$ cat config.mk
export PLATFORM = sky130hd
export DESIGN_NAME = bundle_fetch_buffer
export DESIGN_NICKNAME = d
export VERILOG_FILES = /design/src/rtl/fbuf_pkg.sv /design/src/rtl/fbuf_store.sv /design/src/rtl/fbuf_scan.sv /design/src/rtl/fbuf_fetch.sv /design/src/rtl/bundle_fetch_buffer.sv
export SDC_FILE = /design/constraint.sdc
export NUM_CORES = 2
export LEC_CHECK = 0
export ABC_CLOCK_PERIOD_IN_PS = 19100
export BUFFER_PORTS_ARGS = -buffer_cell sky130_fd_sc_hd__buf_2
export CAP_MARGIN = 20
export CORE_AREA = 2 2 194 386
export DETAILED_ROUTE_END_ITERATION = 16
export DIE_AREA = 0 0 196 388
export PLACE_DENSITY = 0.77
export SYNTH_ARGS = -nofsm -noshare
export SYNTH_HDL_FRONTEND = slang
export SYNTH_SLANG_ARGS = --single-unit
export TNS_END_PERCENT = 10
$ cat constraint.sdc
create_clock -name clk -period 19.1 [get_ports clk]
set_input_delay 2.865 -clock clk [delete_from_list [all_inputs] [get_ports clk]]
set_output_delay 2.865 -clock clk [all_outputs]
set_load 0.1 [all_outputs]
$ cat src/rtl/fbuf_pkg.sv
`timescale 1ns/1ps
// Shared types for the bundle fetch buffer.
package fbuf_pkg;
    // Operating mode of the buffer.
    typedef enum logic [1:0] {
        FB_LINEAR       = 2'd0,  // sequential fetch; consumed words are freed
        FB_LOOP_HELD    = 2'd1,  // loop body kept in the store and replayed
        FB_LOOP_REFETCH = 2'd2   // body too large; memory is read again each pass
    } fb_mode_e;
endpackage

$ cat src/rtl/fbuf_store.sv
`timescale 1ns/1ps
// Circular word store.
// Writes up to PKT_W words per cycle, starting at wr_base.
// Presents a window of WIN consecutive entries starting at rd_base.
// Assumes DEPTH is a power of two, so that indices wrap naturally.
// Data entries carry no reset; validity is tracked by the owner.
module fbuf_store #(
    parameter int WORD_W = 16,
    parameter int DEPTH  = 16,
    parameter int PKT_W  = 4,
    parameter int WIN    = 10,
    localparam int E     = WORD_W + 1,
    localparam int IDX_W = $clog2(DEPTH),
    localparam int PC_W  = $clog2(PKT_W + 1)
) (
    input  logic               clk,
    input  logic               wr_en,
    input  logic [IDX_W-1:0]   wr_base,
    input  logic [PC_W-1:0]    wr_cnt,
    input  logic [PKT_W*E-1:0] wr_pkt,
    input  logic [IDX_W-1:0]   rd_base,
    output logic [WIN*E-1:0]   rd_win
);
    logic [E-1:0] mem [DEPTH];

    // Write the leading wr_cnt words of the packet into consecutive slots.
    always_ff @(posedge clk) begin
        for (int j = 0; j < PKT_W; j++) begin
            if (wr_en && j < int'(wr_cnt))
                mem[wr_base + IDX_W'(j)] <= wr_pkt[j*E +: E];
        end
    end

    // One window lane per possible bundle word, wrapping around the store.
    for (genvar k = 0; k < WIN; k++) begin : g_win
        assign rd_win[k*E +: E] = mem[rd_base + IDX_W'(k)];
    end
endmodule

$ cat src/rtl/fbuf_scan.sv
`timescale 1ns/1ps
// Bundle boundary finder.
// Searches the first `avail` window entries for the first end-of-bundle flag.
// It reports whether a complete bundle is present, its length, and its words
// with the unused lanes forced to zero. Purely combinational.
module fbuf_scan #(
    parameter int WORD_W = 16,
    parameter int WIN    = 10,
    parameter int OCC_W  = 5,
    localparam int E     = WORD_W + 1,
    localparam int LEN_W = $clog2(WIN + 1)
) (
    input  logic [WIN*E-1:0]      rd_win,
    input  logic [OCC_W-1:0]      avail,
    output logic                  found,
    output logic [LEN_W-1:0]      len,
    output logic [WIN*WORD_W-1:0] words
);
    // Priority search for the first flagged word, then masked lane copy.
    always_comb begin
        found = 1'b0;
        len   = '0;
        words = '0;
        for (int k = 0; k < WIN; k++) begin
            if (!found && k < int'(avail) && rd_win[k*E + WORD_W]) begin
                found = 1'b1;
                len   = LEN_W'(k + 1);
            end
        end
        for (int k = 0; k < WIN; k++) begin
            if (k < int'(len))
                words[k*WORD_W +: WORD_W] = rd_win[k*E +: WORD_W];
        end
    end
endmodule

$ cat src/rtl/fbuf_fetch.sv
`timescale 1ns/1ps
// Fetch sequencer.
// Issues at most one packet request at a time and advances the address by
// PKT_W per request. On a flush it redirects to flush_pc. If a request is
// still in flight at the flush, it marks the coming response as stale, so
// that response is dropped.
module fbuf_fetch #(
    parameter int ADDR_W               = 16,
    parameter int PKT_W                = 4,
    parameter logic [ADDR_W-1:0] RESET_PC = '0
) (
    input  logic              clk,
    input  logic              rst_n,
    input  logic              can_fetch,
    input  logic              flush,
    input  logic [ADDR_W-1:0] flush_pc,
    input  logic              rsp_valid,
    output logic              fetch_req,
    output logic [ADDR_W-1:0] fetch_addr,
    output logic              rsp_take
);
    logic              pend;
    logic              drop;
    logic [ADDR_W-1:0] fpc;

    // Request only when idle, out of reset, with room, and not redirecting.
    assign fetch_req  = rst_n && !pend && can_fetch && !flush;
    assign fetch_addr = fpc;
    // A response is used only if it is current and no flush is happening.
    assign rsp_take   = rsp_valid && pend && !drop && !flush;

    // Outstanding-request tracking and fetch address update.
    always_ff @(posedge clk) begin
        if (!rst_n) begin
            pend <= 1'b0;
            drop <= 1'b0;
            fpc  <= RESET_PC;
        end else if (flush) begin
            fpc <= flush_pc;
            if (pend && !rsp_valid) begin
                drop <= 1'b1;
            end else begin
                pend <= 1'b0;
                drop <= 1'b0;
            end
        end else begin
            if (fetch_req) begin
                pend <= 1'b1;
                fpc  <= fpc + ADDR_W'(PKT_W);
            end
            if (rsp_valid && pend) begin
                pend <= 1'b0;
                drop <= 1'b0;
            end
        end
    end
endmodule

$ cat src/rtl/bundle_fetch_buffer.sv
`timescale 1ns/1ps
// Variable-length bundle fetch buffer.
// Collects fixed packets of PKT_W words into a DEPTH-word circular store. It
// emits bundles of up to MAX_BND words, each ending at the first word whose
// end-of-bundle flag is set. It also runs hardware loops, replaying bodies of
// at most DEPTH words from the store and refetching larger bodies.
// Assumes: DEPTH is a power of two and at least PKT_W + MAX_BND; every
// bundle is at most MAX_BND words; a loop's last word ends a bundle; and the
// loop starts on a bundle boundary.
module bundle_fetch_buffer
    import fbuf_pkg::*;
#(
    parameter int WORD_W   = 16,
    parameter int ADDR_W   = 16,
    parameter int PKT_W    = 4,
    parameter int MAX_BND  = 10,
    parameter int DEPTH    = 16,
    parameter int CNT_W    = 8,
    parameter logic [ADDR_W-1:0] RESET_PC = '0,
    localparam int E       = WORD_W + 1,
    localparam int LEN_W   = $clog2(MAX_BND + 1)
) (
    input  logic                      clk,
    input  logic                      rst_n,
    output logic                      fetch_req,
    output logic [ADDR_W-1:0]         fetch_addr,
    input  logic                      fetch_rsp_valid,
    input  logic [PKT_W*E-1:0]        fetch_rsp_pkt,
    output logic                      bnd_valid,
    input  logic                      bnd_ready,
    output logic [LEN_W-1:0]          bnd_len,
    output logic [MAX_BND*WORD_W-1:0] bnd_words,
    output logic [ADDR_W-1:0]         bnd_pc,
    input  logic                      br_valid,
    input  logic [ADDR_W-1:0]         br_target,
    input  logic                      loop_start,
    input  logic [ADDR_W-1:0]         loop_first,
    input  logic [ADDR_W-1:0]         loop_last,
    input  logic [CNT_W-1:0]          loop_count
);
    localparam int IDX_W = $clog2(DEPTH);
    localparam int OCC_W = $clog2(DEPTH + 1);
    localparam int PC_W  = $clog2(PKT_W + 1);

    fb_mode_e           mode;
    logic [IDX_W-1:0]   head;
    logic [OCC_W-1:0]   occ;        // words held in the store
    logic [OCC_W-1:0]   off;        // words already replayed in held mode
    logic [OCC_W-1:0]   fetched;    // body words written in held mode
    logic [OCC_W-1:0]   body_len;
    logic [ADDR_W-1:0]  rpc;        // address of the word at the read point
    logic [ADDR_W-1:0]  lp_first;
    logic [ADDR_W-1:0]  lp_last;
    logic [CNT_W-1:0]   iters;      // passes left, including the current one

    logic [MAX_BND*E-1:0] win;
    logic [OCC_W-1:0]   avail;
    logic [OCC_W-1:0]   remain;
    logic [PC_W-1:0]    wr_cnt;
    logic [ADDR_W-1:0]  span_in;
    logic [ADDR_W-1:0]  last_addr;
    logic [ADDR_W-1:0]  flush_pc;
    logic               fits_in, body_done, can_fetch, rsp_take;
    logic               hs, at_end, wrap, exit_l, int_flush, flush;

    // Loop geometry and the end-of-body condition.
    always_comb begin
        span_in   = loop_last - loop_first;
        fits_in   = (loop_last >= loop_first) && (span_in < ADDR_W'(DEPTH));
        avail     = occ - off;
        remain    = body_len - fetched;
        body_done = (mode == FB_LOOP_HELD) && (fetched >= body_len);
        wr_cnt    = (mode == FB_LOOP_HELD && int'(remain) < PKT_W)
                    ? PC_W'(remain) : PC_W'(PKT_W);
        can_fetch = (int'(occ) <= DEPTH - PKT_W) && !body_done;
        hs        = bnd_valid && bnd_ready;
        last_addr = rpc + ADDR_W'(bnd_len) - 1'b1;
        at_end    = hs && (mode != FB_LINEAR) && (last_addr == lp_last);
        wrap      = at_end && (iters > CNT_W'(1));
        exit_l    = at_end && !wrap;
    end

    // Redirect selection: external commands first, then loop wrap or exit.
    always_comb begin
        int_flush = (wrap && mode == FB_LOOP_REFETCH) || (exit_l && mode == FB_LOOP_HELD);
        flush     = br_valid || loop_start || int_flush;
        if (br_valid)        flush_pc = br_target;
        else if (loop_start) flush_pc = loop_first;
        else if (wrap)       flush_pc = lp_first;
        else                 flush_pc = lp_last + 1'b1;
    end

    fbuf_fetch #(.ADDR_W(ADDR_W), .PKT_W(PKT_W), .RESET_PC(RESET_PC)) u_fetch (
        .clk       (clk),
        .rst_n     (rst_n),
        .can_fetch (can_fetch),
        .flush     (flush),
        .flush_pc  (flush_pc),
        .rsp_valid (fetch_rsp_valid),
        .fetch_req (fetch_req),
        .fetch_addr(fetch_addr),
        .rsp_take  (rsp_take)
    );

    fbuf_store #(.WORD_W(WORD_W), .DEPTH(DEPTH), .PKT_W(PKT_W), .WIN(MAX_BND)) u_store (
        .clk    (clk),
        .wr_en  (rsp_take),
        .wr_base(head + occ[IDX_W-1:0]),
        .wr_cnt (wr_cnt),
        .wr_pkt (fetch_rsp_pkt),
        .rd_base(head + off[IDX_W-1:0]),
        .rd_win (win)
    );

    fbuf_scan #(.WORD_W(WORD_W), .WIN(MAX_BND), .OCC_W(OCC_W)) u_scan (
        .rd_win(win),
        .avail (avail),
        .found (bnd_valid),
        .len   (bnd_len),
        .words (bnd_words)
    );

    assign bnd_pc = rpc;

    // Occupancy, read point, mode and loop state.
    always_ff @(posedge clk) begin
        if (!rst_n) begin
            mode     <= FB_LINEAR;
            head     <= '0;
            occ      <= '0;
            off      <= '0;
            fetched  <= '0;
            body_len <= '0;
            rpc      <= RESET_PC;
            lp_first <= '0;
            lp_last  <= '0;
            iters    <= '0;
        end else if (flush) begin
            head    <= '0;
            occ     <= '0;
            off     <= '0;
            fetched <= '0;
            rpc     <= flush_pc;
            if (br_valid) begin
                mode <= FB_LINEAR;
            end else if (loop_start) begin
                mode     <= fits_in ? FB_LOOP_HELD : FB_LOOP_REFETCH;
                lp_first <= loop_first;
                lp_last  <= loop_last;
                iters    <= (loop_count == '0) ? CNT_W'(1) : loop_count;
                body_len <= OCC_W'(span_in) + 1'b1;
            end else if (wrap) begin
                iters <= iters - 1'b1;
            end else begin
                mode <= FB_LINEAR;
            end
        end else begin
            occ <= occ + (rsp_take ? OCC_W'(wr_cnt) : '0)
                       - ((hs && mode != FB_LOOP_HELD) ? OCC_W'(bnd_len) : '0);
            if (rsp_take && mode == FB_LOOP_HELD)
                fetched <= fetched + OCC_W'(wr_cnt);
            if (hs) begin
                if (mode == FB_LOOP_HELD) begin
                    if (wrap) begin
                        off   <= '0;
                        rpc   <= lp_first;
                        iters <= iters - 1'b1;
                    end else begin
                        off <= off + OCC_W'(bnd_len);
                        rpc <= rpc + ADDR_W'(bnd_len);
                    end
                end else begin
                    head <= head + IDX_W'(bnd_len);
                    rpc  <= rpc + ADDR_W'(bnd_len);
                    if (exit_l)
                        mode <= FB_LINEAR;
                end
            end
        end
    end
endmodule

==> impl_results.md <==
* Synth-to-layout area growth at 9.73%
* Crit start category: register
* Net Count, Synth at 3,741
* Relative slew slack at 0.182
* Cell family with most CP delay: simple AND/OR/NAND/NOR gates
* CP Capture Type: primary output
* CTS tree: done
* Top FF cell, synth: edfxtp_1
* Fin crit period at 13.79 ns
* Internal at 0.00249 W
* CP Class: register to primary output
* Clock transition at the registers of the reported paths at 0.07 ns
* Sequential element share of the synthesized area at 0.280
* Crit-path max FO at 45
* Net Sw Frac at 0.653
* P_sw at 0.00468 W
* Slew Viols, Final at 0
* Final RePlAce weighted congestion at 1.16
* Clock power frac at 0.105
* Post-DP HPWL at 125,000 um
* Clk buf depth at 3
* Final Util at 0.546
* Drt first-iter violations at 4,806
* Clock root buffer: clkbuf_16
* Final Hold Vio Count at 0
* Comb pwr share at 0.766
* Drt total wl at 166,000 um
* Routed vias at 35,000
* FILL cells at 6,310
* Max Cap Viol at 0
* Drt via density at 7.64
* Endpoints failing setup at 0
* Die ar. at 76,000 um^2
* Post-CTS resize count at 0
* Final Skew at 0.0476 ns
* Vias in the first global route at 33,900
* Commonest non-fill, non-tap cell in the layout: nand2_1
* GRT Overall Usage at 0.435
* Post-CTS setup buffer count at 0
* Layout cell share with drive strength beyond 1 at 0.281
* WL per Instance at 36.3 um
* Post-synth EDFFs at 272
* Num CTS Buffers at 36
* Remaining Overflow, GRT at 0
* Unique masters post-synth at 84
* Crit-path cells: ha_4 -> fa_4 -> inv_1 -> ha_1 -> xnor3_2 -> mux4_2 -> a32oi_2 -> nand4_1 -> or3_1 -> and4_1 -> inv_1 -> ha_1 -> a21o_1 -> a22oi_1 -> o211ai_1 -> or2_2 -> nor2_1 -> nand3_1 -> a32oi_1 -> and4_4 -> a21oi_4 -> and2_1 -> buf_2
* Cts hold-fix bufs at 0
* Die Ht at 388 um
* Power Dens Cells at 180 nW/um^2
* Slew @ Worst Pin at 1.23 ns
* Core area at 72,900 um^2
* # IOs at 328
* Antenna Nets Post-Route at 0
* Yosys reg bits at 372
* Largest net degree at the start of global routing at 145
* Arrival @ worst endpoint at 10.92 ns
* Worst path slowest cell: fa_4
* Most frequent cells in the layout: nand2_1 (441), mux4_2 (402), buf_2 (327), edfxtp_1 (272), mux2i_1 (242)
* Global-route wire length before repair at 238,000 um
* Post-Synthesis Cells at 3,534
* Starting Density at 0.498
* Syn Area/Cell at 10.3 um^2
* Highest clock rate at 0.0725 GHz
* Worst-Skew Late Latency at 0.61 ns
* Largest stage delay, worst path at 1.25 ns
* PortBufs at 327
* TNS Setup at 0 ns
* Buf/Inv on CP at 3
* Design Power at 0.00717 W
* Pre-Repair DR Iteration Count at 9
* Worst vdd ir at 356 uV
* Status: finished, final reports clean
* # DRC at 0
* Sequential share of power at 0.129
* Die X at 196 um
* Initial antenna violation count at 20
* Post-Syn Area at 36,300 um^2
* RSZ-0062 raised after global routing: false
* Rows at 140
* Final Cycle Share at 0.722
* Yosys warnings at 0
* WP data required at 16.23 ns
* P_leak at 14.6 nW
* Ys async rst share at 0
* Worst Hold Class: register to register
* H-Tree Depth at 2
* Clk sink count at 372
* Final #Nets at 3,836
==> flip-flops by register name (all words and copies together), names as in the netlist, 5 cells and up, named ones only <==
register            flops
bnd_pc                 16
body_len                5
iters                   8
lp_first               16
lp_last                16
occ                     5
off                     5
u_fetch.fetch_addr     16
u_store.mem           272
==> kinds of logic after synthesis <==
logic type / after synthesis / synth area share
AND/OR/NAND/NOR: 1072 / 0.140
flip-flops: 372 / 0.280
adder cells (fa/ha/maj): 77 / 0.0290
buffers and inverters: 445 / 0.0497
multiplexers: 651 / 0.319
XOR/XNOR: 110 / 0.0318
AO/OA/AOI/OAI: 807 / 0.151
==> metal layers <==
| layer | wire length [um] | up-vias | GRT usage |
|---|---|---|---|
| met2 | 73100 | 3439 | 0.667 |
| met5 | 147 | - | 0 |
| met1 | 47800 | 16400 | 0.449 |
| met3 | 23600 | 1213 | 0.163 |
| li1 | - | 14000 | - |
| met4 | 21500 | 22 | 0.435 |
==> power groups by stage <==
| stage | Sequential [W] | Clock, W | Combinational [W] |
|---|---|---|---|
| CTS | 0.000924 | 0.000748 | 0.00535 |
| floorplan | 0.000985 | 0 | 0.00407 |
| detailed placement | 0.000942 | 0 | 0.00534 |
| finish | 0.000928 | 0.000753 | 0.00549 |
| global route | 0.000929 | 0.000772 | 0.00561 |
| global placement | 0.000941 | 0 | 0.00530 |
==> worst reg2reg max path, stage by stage, from the launching register on <==
cell and delay (ns):
dfxtp_1 0.36, ha_4 0.19, fa_4 1.25, inv_1 0.27, ha_1 0.28, xnor3_2 0.94
mux4_2 0.64, a32oi_2 0.22, nand4_1 0.42, or3_1 0.86, and4_1 0.42, inv_1 0.35
ha_1 0.34, a21o_1 0.22, a22oi_1 0.74, o211ai_1 0.36, or2_2 0.40, nor2_1 0.31
o32a_1 0.20, a32oi_1 0.18, and4_4 0.35, a21oi_4 0.22, buf_4 0.51, nand4_1 1.01
and2_1 0.86, o211ai_1 0.22, buf_4 0.36
==> final timing paths <==
check | from | to | slack, ns | depth (start not counted)
max | head[0] | fetch_req | 5.31 | 23
min | lp_last[14] | lp_last[14] | 0.48 | 2
max reg2reg | head[0] | u_store.mem[4][15] | 6.27 | 26
min reg2reg | lp_last[14] | lp_last[14] | 0.48 | 2
==> synthesized netlist by cell type, types with 7 or more instances <==
| cell | count | area share |
|---|---|---|
| xnor3_1 | 9 | 0.0056 |
| ha_1 | 65 | 0.022 |
| o21ai_0 | 46 | 0.0063 |
| nand4_1 | 22 | 0.0038 |
| edfxtp_1 | 272 | 0.23 |
| or3_1 | 10 | 0.0017 |
| xnor2_1 | 56 | 0.014 |
| nor3_1 | 57 | 0.0079 |
| buf_4 | 12 | 0.0025 |
| a211oi_1 | 15 | 0.0031 |
| o221a_2 | 70 | 0.022 |
| a21o_1 | 16 | 0.0033 |
| buf_2 | 45 | 0.0062 |
| nand2b_1 | 14 | 0.0024 |
| and4_1 | 7 | 0.0017 |
| o21a_1 | 10 | 0.0021 |
| o22ai_1 | 208 | 0.036 |
| and2_1 | 80 | 0.014 |
| nand2_1 | 441 | 0.046 |
| buf_1 | 66 | 0.0068 |
| inv_1 | 82 | 0.0085 |
| nand3_1 | 106 | 0.015 |
| a21boi_0 | 50 | 0.010 |
| o2111ai_1 | 12 | 0.0029 |
| mux2i_1 | 242 | 0.067 |
| a31oi_1 | 68 | 0.012 |
| mux4_2 | 402 | 0.25 |
| and3_1 | 21 | 0.0036 |
| xor2_1 | 40 | 0.0097 |
| or2_2 | 12 | 0.0021 |
| mux2_2 | 7 | 0.0022 |
| o21ai_1 | 15 | 0.0021 |
| nor2_1 | 163 | 0.017 |
| o211ai_1 | 23 | 0.0048 |
| a21oi_1 | 211 | 0.029 |
| nand3_2 | 8 | 0.0022 |
| nor2b_1 | 93 | 0.016 |
| dfxtp_1 | 100 | 0.055 |
| nor4_1 | 20 | 0.0034 |
| a22oi_1 | 7 | 0.0014 |
| nand2_2 | 7 | 0.0012 |
| fa_1 | 12 | 0.0066 |
| clkbuf_1 | 233 | 0.024 |
==> through the flow <==
step	instance area, um^2	instances	hold WS (ns)	setup slack [ns]
after detailed placement	38500	4508	0.454	6.06
after CTS	39700	4573	0.471	5.48
after global routing	39800	4579	0.486	4.94
after global placement	38500	4508	0.449	6.16
after floorplan	36300	3534	0.443	6.32
final	39800	4584	0.484	5.31
==> layout make-up <==
| type | count | area (um^2) | area share |
|---|---|---|---|
| Antenna cell | 5 | 12.5 | 0.000314 |
| Clock buffer | 47 | 1000 | 0.0252 |
| Clock inverter | 18 | 186 | 0.00468 |
| Inverter | 85 | 319 | 0.00802 |
| Multi-Input combinational cell | 2717 | 24600 | 0.617 |
| Sequential cell | 372 | 10200 | 0.256 |
| Tap cell | 923 | 1150 | 0.0290 |
| Timing Repair Buffer | 417 | 2380 | 0.0599 |
No activity file was read; power rests on OpenSTA's default activity.
